**src/rtl/host_link_led_pkg.sv**
```systemverilog
package host_link_led_pkg;

    typedef enum logic [1:0] {
        IMG_NONE   = 2'b00,
        IMG_NORMAL = 2'b01,
        IMG_SAFE   = 2'b10,
        IMG_RSVD   = 2'b11
    } fw_image_e;

    typedef struct packed {
        fw_image_e image;
        logic      gen2;
        logic      x4;
        logic      fail;
    } link_status_t;

    typedef struct packed {
        logic red;
        logic green;
        logic blue;
    } rgb_t;

    typedef struct packed {
        rgb_t colour;
        logic flash;
    } led_pattern_t;

    localparam link_status_t STATUS_RESET = '{image: IMG_NONE, gen2: 1'b0, x4: 1'b0, fail: 1'b0};

    localparam rgb_t RGB_OFF   = '{red: 1'b0, green: 1'b0, blue: 1'b0};
    localparam rgb_t RGB_RED   = '{red: 1'b1, green: 1'b0, blue: 1'b0};
    localparam rgb_t RGB_GREEN = '{red: 1'b0, green: 1'b1, blue: 1'b0};
    localparam rgb_t RGB_AMBER = '{red: 1'b1, green: 1'b1, blue: 1'b0};
    localparam rgb_t RGB_BLUE  = '{red: 1'b0, green: 1'b0, blue: 1'b1};

endpackage

```
**src/rtl/hll_sampler.sv**
```systemverilog
module hll_sampler
    import host_link_led_pkg::*;
(
    input  logic         clk,
    input  logic         rst_n,
    input  link_status_t status_i,
    output link_status_t status_o,
    output logic         change_o
);

    typedef struct packed {
        link_status_t status;
    } smp_state_t;

    smp_state_t st_d, st_q;

    always_comb begin
        st_d        = st_q;
        st_d.status = status_i;
        change_o    = (status_i != st_q.status);
    end

    always_ff @(posedge clk or negedge rst_n) begin
        if (!rst_n) begin
            st_q.status <= STATUS_RESET;
        end else begin
            st_q <= st_d;
        end
    end

    assign status_o = st_q.status;

    // A flagged change must land in the sample register on the next edge.
    assert_change_lands_R8: assert property (@(posedge clk) disable iff (!rst_n)
        change_o |=> (status_o != $past(status_o)));

endmodule

```
**src/rtl/hll_priority.sv**
```systemverilog
module hll_priority
    import host_link_led_pkg::*;
(
    input  link_status_t status_i,
    output led_pattern_t pattern_o
);

    led_pattern_t pat_d;

    always_comb begin
        pat_d = '{colour: RGB_RED, flash: 1'b0};
        if (status_i.image == IMG_NONE || status_i.image == IMG_RSVD) begin
            pat_d = '{colour: RGB_RED, flash: 1'b0};
        end else if (status_i.fail) begin
            pat_d = '{colour: RGB_RED, flash: 1'b1};
        end else if (status_i.image == IMG_SAFE) begin
            pat_d = '{colour: RGB_BLUE, flash: !status_i.gen2};
        end else if (status_i.x4) begin
            pat_d = '{colour: RGB_GREEN, flash: !status_i.gen2};
        end else begin
            pat_d = '{colour: RGB_AMBER, flash: !status_i.gen2};
        end
    end

    assign pattern_o = pat_d;

    always_comb begin
        // Blue is exclusive of red and green.
        assert_blue_alone_R6: assert (!pat_d.colour.blue || (!pat_d.colour.red && !pat_d.colour.green));
        // Some colour is always chosen.
        assert_colour_set_R1: assert (pat_d.colour != RGB_OFF);
    end

endmodule

```
**src/rtl/hll_flasher.sv**
```systemverilog
module hll_flasher #(
    parameter int HALF_CYC = 25_000_000
) (
    input  logic clk,
    input  logic rst_n,
    input  logic restart_i,
    output logic lit_o
);

    localparam int CW = (HALF_CYC > 1) ? $clog2(HALF_CYC) : 1;
    localparam logic [CW-1:0] TOP = CW'(HALF_CYC - 1);

    typedef struct packed {
        logic [CW-1:0] cnt;
        logic          phase;
    } fl_state_t;

    fl_state_t st_d, st_q;

    always_comb begin
        st_d = st_q;
        if (restart_i) begin
            st_d.cnt   = '0;
            st_d.phase = 1'b1;
        end else if (st_q.cnt == TOP) begin
            st_d.cnt   = '0;
            st_d.phase = !st_q.phase;
        end else begin
            st_d.cnt   = st_q.cnt + 1'b1;
        end
    end

    always_ff @(posedge clk or negedge rst_n) begin
        if (!rst_n) begin
            st_q.cnt   <= '0;
            st_q.phase <= 1'b1;
        end else begin
            st_q <= st_d;
        end
    end

    assign lit_o = st_q.phase;

    // Restart wins over a terminal count and opens a fresh lit half.
    assert_restart_lit_R8: assert property (@(posedge clk) disable iff (!rst_n)
        restart_i |=> (st_q.phase && st_q.cnt == '0));

    // Phase holds inside a half period.
    assert_phase_hold_R7: assert property (@(posedge clk) disable iff (!rst_n)
        (!restart_i && st_q.cnt != TOP) |=> $stable(st_q.phase));

    // Phase flips at the end of a half period.
    assert_phase_flip_R7: assert property (@(posedge clk) disable iff (!rst_n)
        (!restart_i && st_q.cnt == TOP) |=> (st_q.phase != $past(st_q.phase)));

    assert_cnt_range_R7: assert property (@(posedge clk) disable iff (!rst_n)
        st_q.cnt <= TOP);

endmodule

```
**src/rtl/host_link_led.sv**
```systemverilog
module host_link_led
    import host_link_led_pkg::*;
#(
    parameter int CLK_HZ   = 100_000_000,
    parameter int FLASH_HZ = 2
) (
    input  logic       clk,
    input  logic       rst_n,
    input  logic [1:0] fw_image_i,
    input  logic       link_gen2_i,
    input  logic       lanes_x4_i,
    input  logic       train_fail_i,
    output logic       led_red_o,
    output logic       led_green_o,
    output logic       led_blue_o
);

    localparam int HALF_RAW = CLK_HZ / (2 * FLASH_HZ);
    localparam int HALF_CYC = (HALF_RAW < 1) ? 1 : HALF_RAW;

    link_status_t status_in;
    link_status_t status_q;
    logic         change;
    led_pattern_t pattern;
    logic         lit;
    rgb_t         drive;

    always_comb begin
        status_in       = STATUS_RESET;
        status_in.image = fw_image_e'(fw_image_i);
        status_in.gen2  = link_gen2_i;
        status_in.x4    = lanes_x4_i;
        status_in.fail  = train_fail_i;
    end

    hll_sampler u_sampler (
        .clk      (clk),
        .rst_n    (rst_n),
        .status_i (status_in),
        .status_o (status_q),
        .change_o (change)
    );

    hll_priority u_priority (
        .status_i  (status_q),
        .pattern_o (pattern)
    );

    hll_flasher #(.HALF_CYC(HALF_CYC)) u_flasher (
        .clk       (clk),
        .rst_n     (rst_n),
        .restart_i (change),
        .lit_o     (lit)
    );

    always_comb begin
        drive = (pattern.flash && !lit) ? RGB_OFF : pattern.colour;
    end

    assign led_red_o   = drive.red;
    assign led_green_o = drive.green;
    assign led_blue_o  = drive.blue;

    // No image sampled: steady red only.
    assert_no_image_red_R1: assert property (@(posedge clk) disable iff (!rst_n)
        (status_q.image == IMG_NONE || status_q.image == IMG_RSVD) |->
        (led_red_o && !led_green_o && !led_blue_o));

    // Failure with an image: never green or blue.
    assert_fail_red_only_R2: assert property (@(posedge clk) disable iff (!rst_n)
        (status_q.fail && status_q.image != IMG_NONE) |-> (!led_green_o && !led_blue_o));

    // A new status always starts lit.
    assert_new_status_lit_R8: assert property (@(posedge clk) disable iff (!rst_n)
        change |=> (led_red_o || led_green_o || led_blue_o));

    // Second-generation speed without failure never blinks.
    assert_gen2_steady_R3: assert property (@(posedge clk) disable iff (!rst_n)
        (status_q.gen2 && !status_q.fail) |-> (led_red_o || led_green_o || led_blue_o));

endmodule

```
**config.mk**
```make
export PLATFORM = sky130hd
export DESIGN_NAME = host_link_led
export DESIGN_NICKNAME = d
export VERILOG_FILES = /design/src/rtl/host_link_led_pkg.sv /design/src/rtl/hll_sampler.sv /design/src/rtl/hll_priority.sv /design/src/rtl/hll_flasher.sv /design/src/rtl/host_link_led.sv
export SDC_FILE = /design/constraint.sdc
export NUM_CORES = 1
export LEC_CHECK = 0
export ABC_AREA = 1
export BUFFER_PORTS_ARGS = -buffer_cell sky130_fd_sc_hd__buf_4
export CAP_MARGIN = 10
export CORE_ASPECT_RATIO = 2
export CORE_MARGIN = 2
export CORE_UTILIZATION = 40
export DETAILED_ROUTE_END_ITERATION = 16
export GPL_TIMING_DRIVEN = 0
export SYNTH_ARGS = -nofsm -noshare
export SYNTH_HDL_FRONTEND = slang
export SYNTH_SLANG_ARGS = --single-unit
```
**constraint.sdc**
```tcl
create_clock -name clk -period 1.9 [get_ports clk]
set_input_delay 0.285 -clock clk [delete_from_list [all_inputs] [get_ports clk]]
set_output_delay 0.285 -clock clk [all_outputs]
set_load 0.02 [all_outputs]
```
==> reports/summary.txt <==
Post-synthesis mux area share -> 0%
Largest family of logic cells by synthesized area -> simple AND/OR/NAND/NOR gates
Slowest stage delay, CP -> 0.44 ns
Root Buffer -> clkbuf_8
Congestion Overflow GR -> 0
Commonest cells after routing, fill and taps aside -> 70 x nand2_1, 56 x nor2_1, 30 x dfrtp_1
Most common cell after layout, fill and taps aside -> nand2_1
Total GRT Usage -> 19.2%
Synth unique cells -> 22
Design Area, Final -> 2080 um^2
Initial Util -> 41.9%
Tightest Pin Transition -> 0.395 ns
Num Clock Sinks -> 31
Synth Instances -> 249
Peak VDD IR -> 0.468 mV
Synth Area in XOR/XNOR -> 7.23%
Die Ht -> 99.3 um
Initial DRC Count -> 25
Clock buffer count from CTS -> 5
Area grow syn2layout -> 14.3%
Vias in the first global route -> 1,599
Via count -> 1,520
Buf/Inv on CP -> 1
Unrepaired setup endpoints after global routing -> no
First-pass GRT wire length -> 7.20 mm
Largest net degree at the start of global routing -> 32
Drt wl/cell -> 12.8 um
Hold WC Path Type -> in2reg
CP cell instances -> ha_1 -> nand2_2 -> nor2_4 -> nand3_2 -> nor2_2 -> nand2_2 -> nand2_4 -> buf_12 -> nor2_2
# H-tree levels -> 2
Max_cap viols -> 0
Synth Area in Compound Gates -> 1.52%
# setup viols final -> 0
Post-DP HPWL -> 3.22 mm
Num rows -> 34
Via density -> 4.74
Post-Layout Cell Count -> 321
Lkg Pwr -> 0.808 nW
Yosys warns -> 0
Routed Wire Length -> 4.12 mm
Cells after DPL -> 312
DRC violations left -> 0
Pwr Density -> 649 nW/um^2
Mapped Nets -> 258
Port Buf Inserts -> 9
Placer Congestion -> 0.822
Share of cells above drive strength 1 -> 16.5%
Synthesized area -> 1820 um^2
CP Capture Type -> register
Syn Area/Cell -> 7.30 um^2
N_diodes -> 0
Endpoints failing hold -> 0
CTS clock-pin slew for the worst setup and hold paths -> 0.07 ns
Setup TNS -> 0 ns
Seq cells post-synth -> 31
Initial antenna violation count -> 0
Crit Path Max Fanout -> 10
R2R setup slack -> 0.16 ns
CP required -> 2.08 ns
WP data arrival -> 1.92 ns
Sequential share of the synthesized area -> 42.8%
Status -> complete, no violations
Worst path slowest cell -> dfrtp_1
Latest clock arrival within the worst-skew pair -> 0.29 ns
Crit Path Class -> reg2reg
Post-route clock period utilization -> 91.6%
Crit-path leading delay family -> simple AND/OR/NAND/NOR gates
Worst setup SP type -> register
Relative slew slack -> 73.6%
Clock Skew -> 0.00640 ns
DR pass1 iterations -> 4
CTS tree -> yes
Max-slew violations -> 0
Synth Area in Adders -> 1.38%
Die X -> 51.7 um
Max Clk Rate -> 575 MHz
Post-place instance area -> 1950 um^2
Core area -> 4340 um^2
Period minus WS final -> 1.74 ns
Clk buf depth -> 2
Fillers -> 483
Die area -> 5130 um^2
# nets final -> 275
Simple-gate portion of the synthesized area -> 40.2%
Post-route ant nets -> 0
IO Count -> 10
-- registers in the layout, indices dropped and copies added, names as in the netlist --
register	cells
u_flasher.st_q	25
u_sampler.status_o	5
u_flasher.lit_o	1
-- worst paths after layout --
kind | to | start | depth (start not counted)
worst max-delay path | u_flasher.st_q[17]$_DFF_PN0_ | u_flasher.st_q[1]$_DFF_PN0_ | 9
worst min-delay path | u_sampler.status_o[1]$_DFF_PN0_ | lanes_x4_i | 1
worst max register to register | u_flasher.st_q[17]$_DFF_PN0_ | u_flasher.st_q[1]$_DFF_PN0_ | 9
worst min register to register | u_flasher.lit_o$_DFFE_PN1P_ | u_flasher.lit_o$_DFFE_PN1P_ | 2
max in group asynchronous | u_flasher.lit_o$_DFFE_PN1P_ | rst_n | 2
min in group asynchronous | u_flasher.st_q[18]$_DFF_PN0_ | rst_n | 2
-- area by class of cell --
class                           instances  area (um^2)  share of cell area [%]
Clock buffer                            8          100                    4.82
Buffer                                  1         20.0                   0.964
Sequential cell                        31          777                    37.4
Timing Repair Buffer                   10         77.6                    3.73
Multi-Input combinational cell        189          930                    44.8
Tap cell                               54         67.6                    3.25
Inverter                               28          105                    5.06
-- what timing repair did --
action	4_1_cts	5_1_grt
hold buffers	1	0
setup endpoints to repair	0	1
setup buffers	0	0
resized for setup	0	3
hold endpoints to repair	30	0
-- layer usage --
layer / track usage, % / wire, um / share of wire, % / up-vias
met4: 7.89 / 82 / 2.0 / 0
li1: - / - / - / 783
met3: 3.60 / 69 / 1.7 / 7
met2: 38.0 / 2560 / 62 / 13
met1: 18.0 / 1410 / 34 / 717
met5: 0 / 0 / 0 / -
-- power breakdown --
| group | switching (W) | internal, W |
|---|---|---|
| clock network | 0.000250 | 0.000330 |
| logic | 0.0000529 | 0.0000366 |
| registers | 0.00000859 | 0.000669 |
| total | 0.000311 | 0.00104 |
-- logic make-up after synthesis --
family,Yosys count
AND/OR/NAND/NOR,167
flip-flops,31
buffers and inverters,29
XOR/XNOR,15
AO/OA/AOI/OAI,5
adder cells (fa/ha/maj),2
-- Yosys cell counts, drive strengths merged --
cell | number | area, um^2
xnor2 | 6 | 52.6
nand2 | 75 | 299
nor4 | 1 | 6.26
a21oi | 2 | 10.0
xor2 | 9 | 78.8
dfstp | 1 | 26.3
dfrtp | 30 | 751
nor2 | 72 | 323
buf | 1 | 20.0
nor3 | 1 | 5.00
o31ai | 1 | 7.51
nand3b | 1 | 7.51
inv | 28 | 105
o21ai | 2 | 10.0
nand3 | 17 | 90.1
ha | 2 | 25.0
-- through the flow --
step	hold slack [ns]	utilization, %	power, W	setup WS (ns)
final	0.119	47.9	0.00135	0.160
after global routing	0.107	47.9	0.00140	0.0245
after global placement	0.244	45.0	0.000775	0.143
after CTS	0.110	47.5	0.00136	0.0550
after floorplan	-0.0106	-	0.000732	0.237
after detailed placement	0.247	45.0	0.000776	0.140
No activity file was read; power rests on OpenSTA's default activity.
